--- src/rtl/irq_ctrl_pkg.sv ---
package irq_ctrl_pkg;

    localparam int DATA_W = 32;
    localparam int BE_W   = DATA_W / 8;

    localparam logic [31:0] OFS_LVL  = 32'h00;
    localparam logic [31:0] OFS_MASK = 32'h04;
    localparam logic [31:0] OFS_PEND = 32'h0C;
    localparam logic [31:0] OFS_CTRL = 32'h14;

    typedef enum logic [2:0] {
        SEL_NONE = 3'd0,
        SEL_LVL  = 3'd1,
        SEL_MASK = 3'd2,
        SEL_PEND = 3'd3,
        SEL_CTRL = 3'd4
    } reg_sel_e;

    typedef struct packed {
        logic              valid;
        logic              write;
        logic              full;
        reg_sel_e          sel;
        logic [DATA_W-1:0] wdata;
    } bus_op_t;

    function automatic reg_sel_e decode_offset(input logic [31:0] ofs);
        reg_sel_e s;
        case (ofs)
            OFS_LVL:  s = SEL_LVL;
            OFS_MASK: s = SEL_MASK;
            OFS_PEND: s = SEL_PEND;
            OFS_CTRL: s = SEL_CTRL;
            default:  s = SEL_NONE;
        endcase
        return s;
    endfunction

    function automatic logic [DATA_W-1:0] src_valid_bits(input int n);
        logic [DATA_W-1:0] m;
        m = '0;
        for (int i = 0; i < DATA_W; i++) begin
            if (i < n) m[i] = 1'b1;
        end
        return m;
    endfunction

endpackage

--- src/rtl/irq_pending_track.sv ---
module irq_pending_track
    import irq_ctrl_pkg::*;
#(
    parameter int N_SRC = 32
) (
    input  logic              clk,
    input  logic              rst,
    input  logic [N_SRC-1:0]  lines,
    output logic [DATA_W-1:0] pend_word
);

    logic [N_SRC-1:0] pend_q;

    always_ff @(posedge clk) begin
        if (rst) pend_q <= '0;
        else     pend_q <= lines;
    end

    generate
        if (N_SRC < DATA_W) begin : g_pad
            assign pend_word = {{(DATA_W-N_SRC){1'b0}}, pend_q};
        end else begin : g_full
            assign pend_word = pend_q;
        end
    endgenerate

    assert_pend_follows_R2: assert property (@(posedge clk) disable iff (rst)
        !$past(rst) |-> pend_q == $past(lines));

    assert_pend_reset_R1: assert property (@(posedge clk) disable iff (rst)
        $past(rst) |-> pend_q == '0);

endmodule

--- src/rtl/irq_mask_reg.sv ---
module irq_mask_reg
    import irq_ctrl_pkg::*;
#(
    parameter int N_SRC = 32
) (
    input  logic              clk,
    input  logic              rst,
    input  logic              we,
    input  logic [DATA_W-1:0] wdata,
    output logic [DATA_W-1:0] mask_word
);

    localparam logic [DATA_W-1:0] KEEP = src_valid_bits(N_SRC);

    logic [DATA_W-1:0] mask_q;

    always_ff @(posedge clk) begin
        if (rst)     mask_q <= '0;
        else if (we) mask_q <= wdata & KEEP;
    end

    assign mask_word = mask_q;

    assert_mask_hold_R7: assert property (@(posedge clk) disable iff (rst)
        (!$past(rst) && !$past(we)) |-> $stable(mask_q));

    generate
        if (N_SRC < DATA_W) begin : g_hi_chk
            assert_mask_upper_zero_R9: assert property (@(posedge clk) disable iff (rst)
                mask_q[DATA_W-1:N_SRC] == '0);
        end
    endgenerate

endmodule

--- src/rtl/irq_reg_access.sv ---
module irq_reg_access
    import irq_ctrl_pkg::*;
#(
    parameter int ADDR_W = 8
) (
    input  logic              clk,
    input  logic              rst,
    input  logic              req_valid,
    input  logic              req_write,
    input  logic [ADDR_W-1:0] req_addr,
    input  logic [BE_W-1:0]   req_be,
    input  logic [DATA_W-1:0] req_wdata,
    input  logic [DATA_W-1:0] mask_word,
    input  logic [DATA_W-1:0] pend_word,
    output logic              mask_we,
    output logic [DATA_W-1:0] mask_wdata,
    output logic              rd_valid,
    output logic [DATA_W-1:0] rd_data
);

    bus_op_t           op;
    logic              rd_acc;
    logic [DATA_W-1:0] rd_mux;

    always_comb begin
        op.valid = req_valid;
        op.write = req_write;
        op.full  = (req_be == {BE_W{1'b1}});
        op.sel   = decode_offset(32'(req_addr));
        op.wdata = req_wdata;
    end

    // Dead offsets (level-select, control), read-only view and unmapped
    // offsets fall through here with no write enable.
    assign mask_we    = op.valid && op.write && op.full && (op.sel == SEL_MASK);
    assign mask_wdata = op.wdata;
    assign rd_acc     = op.valid && !op.write;

    always_comb begin
        rd_mux = '0;
        if (op.full) begin
            case (op.sel)
                SEL_MASK: rd_mux = mask_word;
                SEL_PEND: rd_mux = pend_word;
                default:  rd_mux = '0;
            endcase
        end
    end

    always_ff @(posedge clk) begin
        if (rst) begin
            rd_valid <= 1'b0;
            rd_data  <= '0;
        end else begin
            rd_valid <= rd_acc;
            rd_data  <= rd_acc ? rd_mux : '0;
        end
    end

    assert_rd_response_R10: assert property (@(posedge clk) disable iff (rst)
        !$past(rst) |-> rd_valid == $past(rd_acc));

    assert_rd_idle_zero_R10: assert property (@(posedge clk) disable iff (rst)
        !rd_valid |-> rd_data == '0);

    assert_partial_no_write_R8: assert property (@(posedge clk) disable iff (rst)
        (req_valid && req_be != {BE_W{1'b1}}) |-> !mask_we);

endmodule

--- src/rtl/irq_req_combine.sv ---
module irq_req_combine
    import irq_ctrl_pkg::*;
(
    input  logic [DATA_W-1:0] mask_word,
    input  logic [DATA_W-1:0] pend_word,
    output logic              irq_req
);

    logic [DATA_W-1:0] hit;

    genvar gi;
    generate
        for (gi = 0; gi < DATA_W; gi++) begin : g_hit
            assign hit[gi] = mask_word[gi] & pend_word[gi];
        end
    endgenerate

    assign irq_req = |hit;

    always_comb begin
        assert_req_needs_both_R3: assert (!irq_req || (mask_word != '0 && pend_word != '0));
    end

endmodule

--- src/rtl/irq_level_ctrl.sv ---
module irq_level_ctrl
    import irq_ctrl_pkg::*;
#(
    parameter int N_SRC  = 32,
    parameter int ADDR_W = 8
) (
    input  logic              clk,
    input  logic              rst,
    input  logic [N_SRC-1:0]  irq_lines,
    input  logic              req_valid,
    input  logic              req_write,
    input  logic [ADDR_W-1:0] req_addr,
    input  logic [3:0]        req_be,
    input  logic [31:0]       req_wdata,
    output logic              rd_valid,
    output logic [31:0]       rd_data,
    output logic              irq_req
);

    logic [DATA_W-1:0] mask_word;
    logic [DATA_W-1:0] pend_word;
    logic              mask_we;
    logic [DATA_W-1:0] mask_wdata;

    irq_pending_track #(.N_SRC(N_SRC)) u_pend (
        .clk       (clk),
        .rst       (rst),
        .lines     (irq_lines),
        .pend_word (pend_word)
    );

    irq_mask_reg #(.N_SRC(N_SRC)) u_mask (
        .clk       (clk),
        .rst       (rst),
        .we        (mask_we),
        .wdata     (mask_wdata),
        .mask_word (mask_word)
    );

    irq_reg_access #(.ADDR_W(ADDR_W)) u_acc (
        .clk        (clk),
        .rst        (rst),
        .req_valid  (req_valid),
        .req_write  (req_write),
        .req_addr   (req_addr),
        .req_be     (req_be),
        .req_wdata  (req_wdata),
        .mask_word  (mask_word),
        .pend_word  (pend_word),
        .mask_we    (mask_we),
        .mask_wdata (mask_wdata),
        .rd_valid   (rd_valid),
        .rd_data    (rd_data)
    );

    irq_req_combine u_comb (
        .mask_word (mask_word),
        .pend_word (pend_word),
        .irq_req   (irq_req)
    );

    assert_irq_low_after_reset_R1: assert property (@(posedge clk) disable iff (rst)
        $past(rst) |-> !irq_req);

    assert_mask_clear_drops_req_R11: assert property (@(posedge clk) disable iff (rst)
        ($past(mask_we) && $past(mask_wdata) == '0) |-> !irq_req);

endmodule

--- config.mk ---
export PLATFORM = sky130hd
export DESIGN_NAME = irq_level_ctrl
export DESIGN_NICKNAME = d
export VERILOG_FILES = /design/src/rtl/irq_ctrl_pkg.sv /design/src/rtl/irq_pending_track.sv /design/src/rtl/irq_mask_reg.sv /design/src/rtl/irq_reg_access.sv /design/src/rtl/irq_req_combine.sv /design/src/rtl/irq_level_ctrl.sv
export SDC_FILE = /design/constraint.sdc
export NUM_CORES = 1
export LEC_CHECK = 0
export ABC_AREA = 1
export BUFFER_PORTS_ARGS = -buffer_cell sky130_fd_sc_hd__clkbuf_2
export CORE_ASPECT_RATIO = 0.6
export CORE_MARGIN = 3
export CORE_UTILIZATION = 51
export CTS_CLUSTER_SIZE = 20
export DETAILED_ROUTE_END_ITERATION = 8
export MAX_ROUTING_LAYER = met4
export PLACE_DENSITY = 0.79
export RECOVER_POWER = 100
export SLEW_MARGIN = 20
export SYNTH_ARGS = -nofsm -noshare
export SYNTH_HDL_FRONTEND = slang
export SYNTH_SLANG_ARGS = --single-unit
--- constraint.sdc ---
create_clock -name clk -period 1.4 [get_ports clk]
set_clock_uncertainty 0.2 [all_clocks]
set_input_delay 0.28 -clock clk [delete_from_list [all_inputs] [get_ports clk]]
set_output_delay 0.28 -clock clk [all_outputs]
set_load 0.03 [all_outputs]
==> flow_summary.toml <==
[job]
max_cap_violations = 0

[synthesis]
yosys.area.top_type = "dfxtp_1"
synth_top_area_frac = 0.501
postSynthCellCount = 538
synth_cell_types = 18
synthFlopType = "dfxtp_1"
yosys_register_bits = 97
syn-num-nets = 618
ys_seq_area_frac = 0.501
syn_area_um2 = 3870
yosys_warnings = 0
syn-mean-instance-area_um2 = 7.20
yosysMostFrequentCell = "nand2_1"
synth_edf_count = 0
synth.area.top_cells = "dfxtp_1, nand2_1, nor2_1, nand3_1, inv_1"
synth_common_cells = "nand2_1, nor2_1, dfxtp_1, inv_1, nand3_1"
synth-async-reset-ratio = 0

[global_routing]
grt_max_degree = 36
antenna_found_initial = 0
grt_pass1_wl_um = 17200
grt_usage = 0.259
grt_pass1_vias = 3706
overflow = 0

[timing]
worst_pin_slew_ns = 0.386
max_clock_freq_ghz = 0.547
final_max_slew_viol_count = 0
fin_crit_sh = 1.30
maxSlewHeadroom = 0.742
finalHoldViolCount = 0
fin_tns_setup_ns = -0.427
final.min_clock_period_ns = 1.83
setup_viol = 1
fin_ws_ns = -0.427
rsz0062_at_grt = "yes"

[die]
fp.dieW_um = 119
dieArea_um2 = 8710
rows = 23
dieHeight_um = 73.5
io_pins = 114
core_um2 = 7020
start_util = 0.552

[layout]
drive_gt1_frac = 0.291
fillers = 528
register_area_um2 = 1950
syn_to_final_growth_pct = 41.4
final_net_count = 787
antenna_cells = 0
multi_input_area_um2 = 1510

[worst_hold_path]
min_path_cells = 5
hold_path_startpoint = "req_wdata[11]"
hold_end = "u_mask.mask_word[11]"
min_path_type = "in2reg"

[detailed_routing]
viasPerCell = 4.79
drc = 0
final_antenna_net_count = 0
wirelength_um = 10600
drt_pass1_iterations = 5
drt_iter0_drc = 250
vias = 3886
wl_per_cell_um = 13.0

[clock_tree]
clkLatencyLatePin_ns = 0.34
clock-sinks = 97
h-tree-depth = 3
path_clk_slew_ns = 0.06
cts_inserted_buffers = 9
clockBufferDepth = 2
root_buffer = "clkbuf_16"
cts_tree = "built"

[pwr]
seqPwrFrac = 0.493
intPower_w = 0.00457
powerDensity_nw_per_um2 = 1050
clkPwrFrac = 0.442
switching_share = 0.207
vdd_drop_max_mv = 0.794
p_leak_nw = 2.72
p_switching_w = 0.00119
p_total_w = 0.00576
comb_power_share = 0.065

[critical_path]
setup.worst_path.start = "u_pend.pend_word[0]"
r2r-end = "u_acc.rd_data[1]"
crit_top_cell = "nand2_1"
cp_max_fo = 2
worst_setup_path_end_kind = "output pin"
crit_path_cell_trace = "nand2_1 -> nand2_1 -> nor2_1 -> nand3_2 -> nor2_2 -> nand2_2 -> buf_8"
required_ns = 0.92
critPathMaxStageDelay_ns = 0.32
cp_num_buf_inv = 1
arrival_ns = 1.35
rrSetupSlack_ns = 0.41
startpoint_type = "flip-flop"
r2r_cells = 3
path_delay_family = "simple AND/OR/NAND/NOR gates"
r2r_start = "u_mask.mask_word[1]"
critPathKind = "reg2out"
crit_slowest_cell = "dfxtp_1"

[run_status]
violations = "setup timing"
status = "complete, but fails checks"

[placement]
place.gp.congestion = 0.785
detailedPlacementHpwl_um = 6700
pre_cts_ws_ns = -0.152
io_buffers = 113
[flip-flops by register name, indices dropped and copies added (netlist names)]
name and count:
u_acc.rd_valid 1, u_pend.pend_word 32, u_acc.rd_data 32, u_mask.mask_word 32
[per-layer routing]
| metal | routed length (um) | vias up | GRT usage | part of all wire |
|---|---|---|---|---|
| li1 | - | 1961 | - | - |
| met1 | 4430 | 1750 | 0.302 | 0.42 |
| met2 | 5160 | 165 | 0.432 | 0.49 |
| met3 | 882 | 10 | 0.0931 | 0.083 |
| met4 | 91 | 0 | 0.0655 | 0.0086 |
| met5 | 0 | - | - | 0 |
[how the worst max path moves through the flow]
| stage | slack (ns) | cells after the start | endpoint |
|---|---|---|---|
| after floorplan | 0.08 | 7 | u_mask.mask_word[0] |
| after global placement | -0.08 | 8 | u_mask.mask_word[16] |
| after detailed placement | -0.15 | 9 | u_mask.mask_word[4] |
| after CTS | -0.43 | 7 | irq_req |
| after global routing | -0.51 | 7 | irq_req |
| final | -0.43 | 7 | irq_req |
[tightest hold or removal path: stages]
cell and delay (ns):
clkbuf_2 0.08, inv_1 0.04, nand3_1 0.07, nand2_1 0.05, nor2_1 0.03
[kinds of logic (layout without fill, tap and decap cells)]
| group | Yosys count | after routing | synth area share |
|---|---|---|---|
| compound gates | 33 | 33 | 0.0523 |
| simple gates | 307 | 307 | 0.335 |
| flops | 97 | 97 | 0.501 |
| buf+inv | 101 | 275 | 0.112 |
[power by group through the flow]
stage | clock network [W] | registers [W] | logic, W
floorplan | 0 | 0.00289 | 0.000140
global placement | 0 | 0.00290 | 0.000291
detailed placement | 0 | 0.00290 | 0.000296
CTS | 0.00258 | 0.00284 | 0.000370
global route | 0.00270 | 0.00284 | 0.000415
finish | 0.00255 | 0.00284 | 0.000372
[cell type report]
cell class	count	share of cell area
Multi-Input combinational cell	340	0.276
Inverter	73	0.0502
Clock buffer	13	0.0438
Timing Repair Buffer	186	0.239
Sequential cell	97	0.356
Tap cell	100	0.0228
Clock inverter	3	0.0119
[cells in the final DEF, fill, tap and decap left out, types with 8 or more instances in the layout]
cell type	instances
a21oi_1	22
a21oi_2	11
buf_12	8
buf_4	33
clkbuf_16	9
clkbuf_2	106
dfxtp_1	88
dfxtp_2	9
dlygate4sd3_1	33
inv_1	67
nand2_1	118
nand2_2	8
nand3_1	64
nor2_1	107
[repair_timing]
action / in CTS / in global routing
setup endpoints to repair: 1 / 5
hold endpoints to repair: 33 / 0
pin swaps: 9 / 8
hold buffers: 33 / 0
gates resized for setup: 10 / 20
setup buffers: 0 / 1
[through the flow]
| stage | cells | utilization | hold slack [ns] | instance area (um2) |
|---|---|---|---|---|
| finish | 812 | 0.780 | 0.0475 | 5480 |
| global route | 812 | 0.780 | 0.0628 | 5480 |
| detailed placement | 762 | 0.684 | 0.270 | 4800 |
| global placement | 762 | 0.684 | 0.267 | 4800 |
| floorplan | 538 | - | 0.159 | 3870 |
| CTS | 811 | 0.777 | 0.0395 | 5460 |
Power figures use the tool's default switching activity.
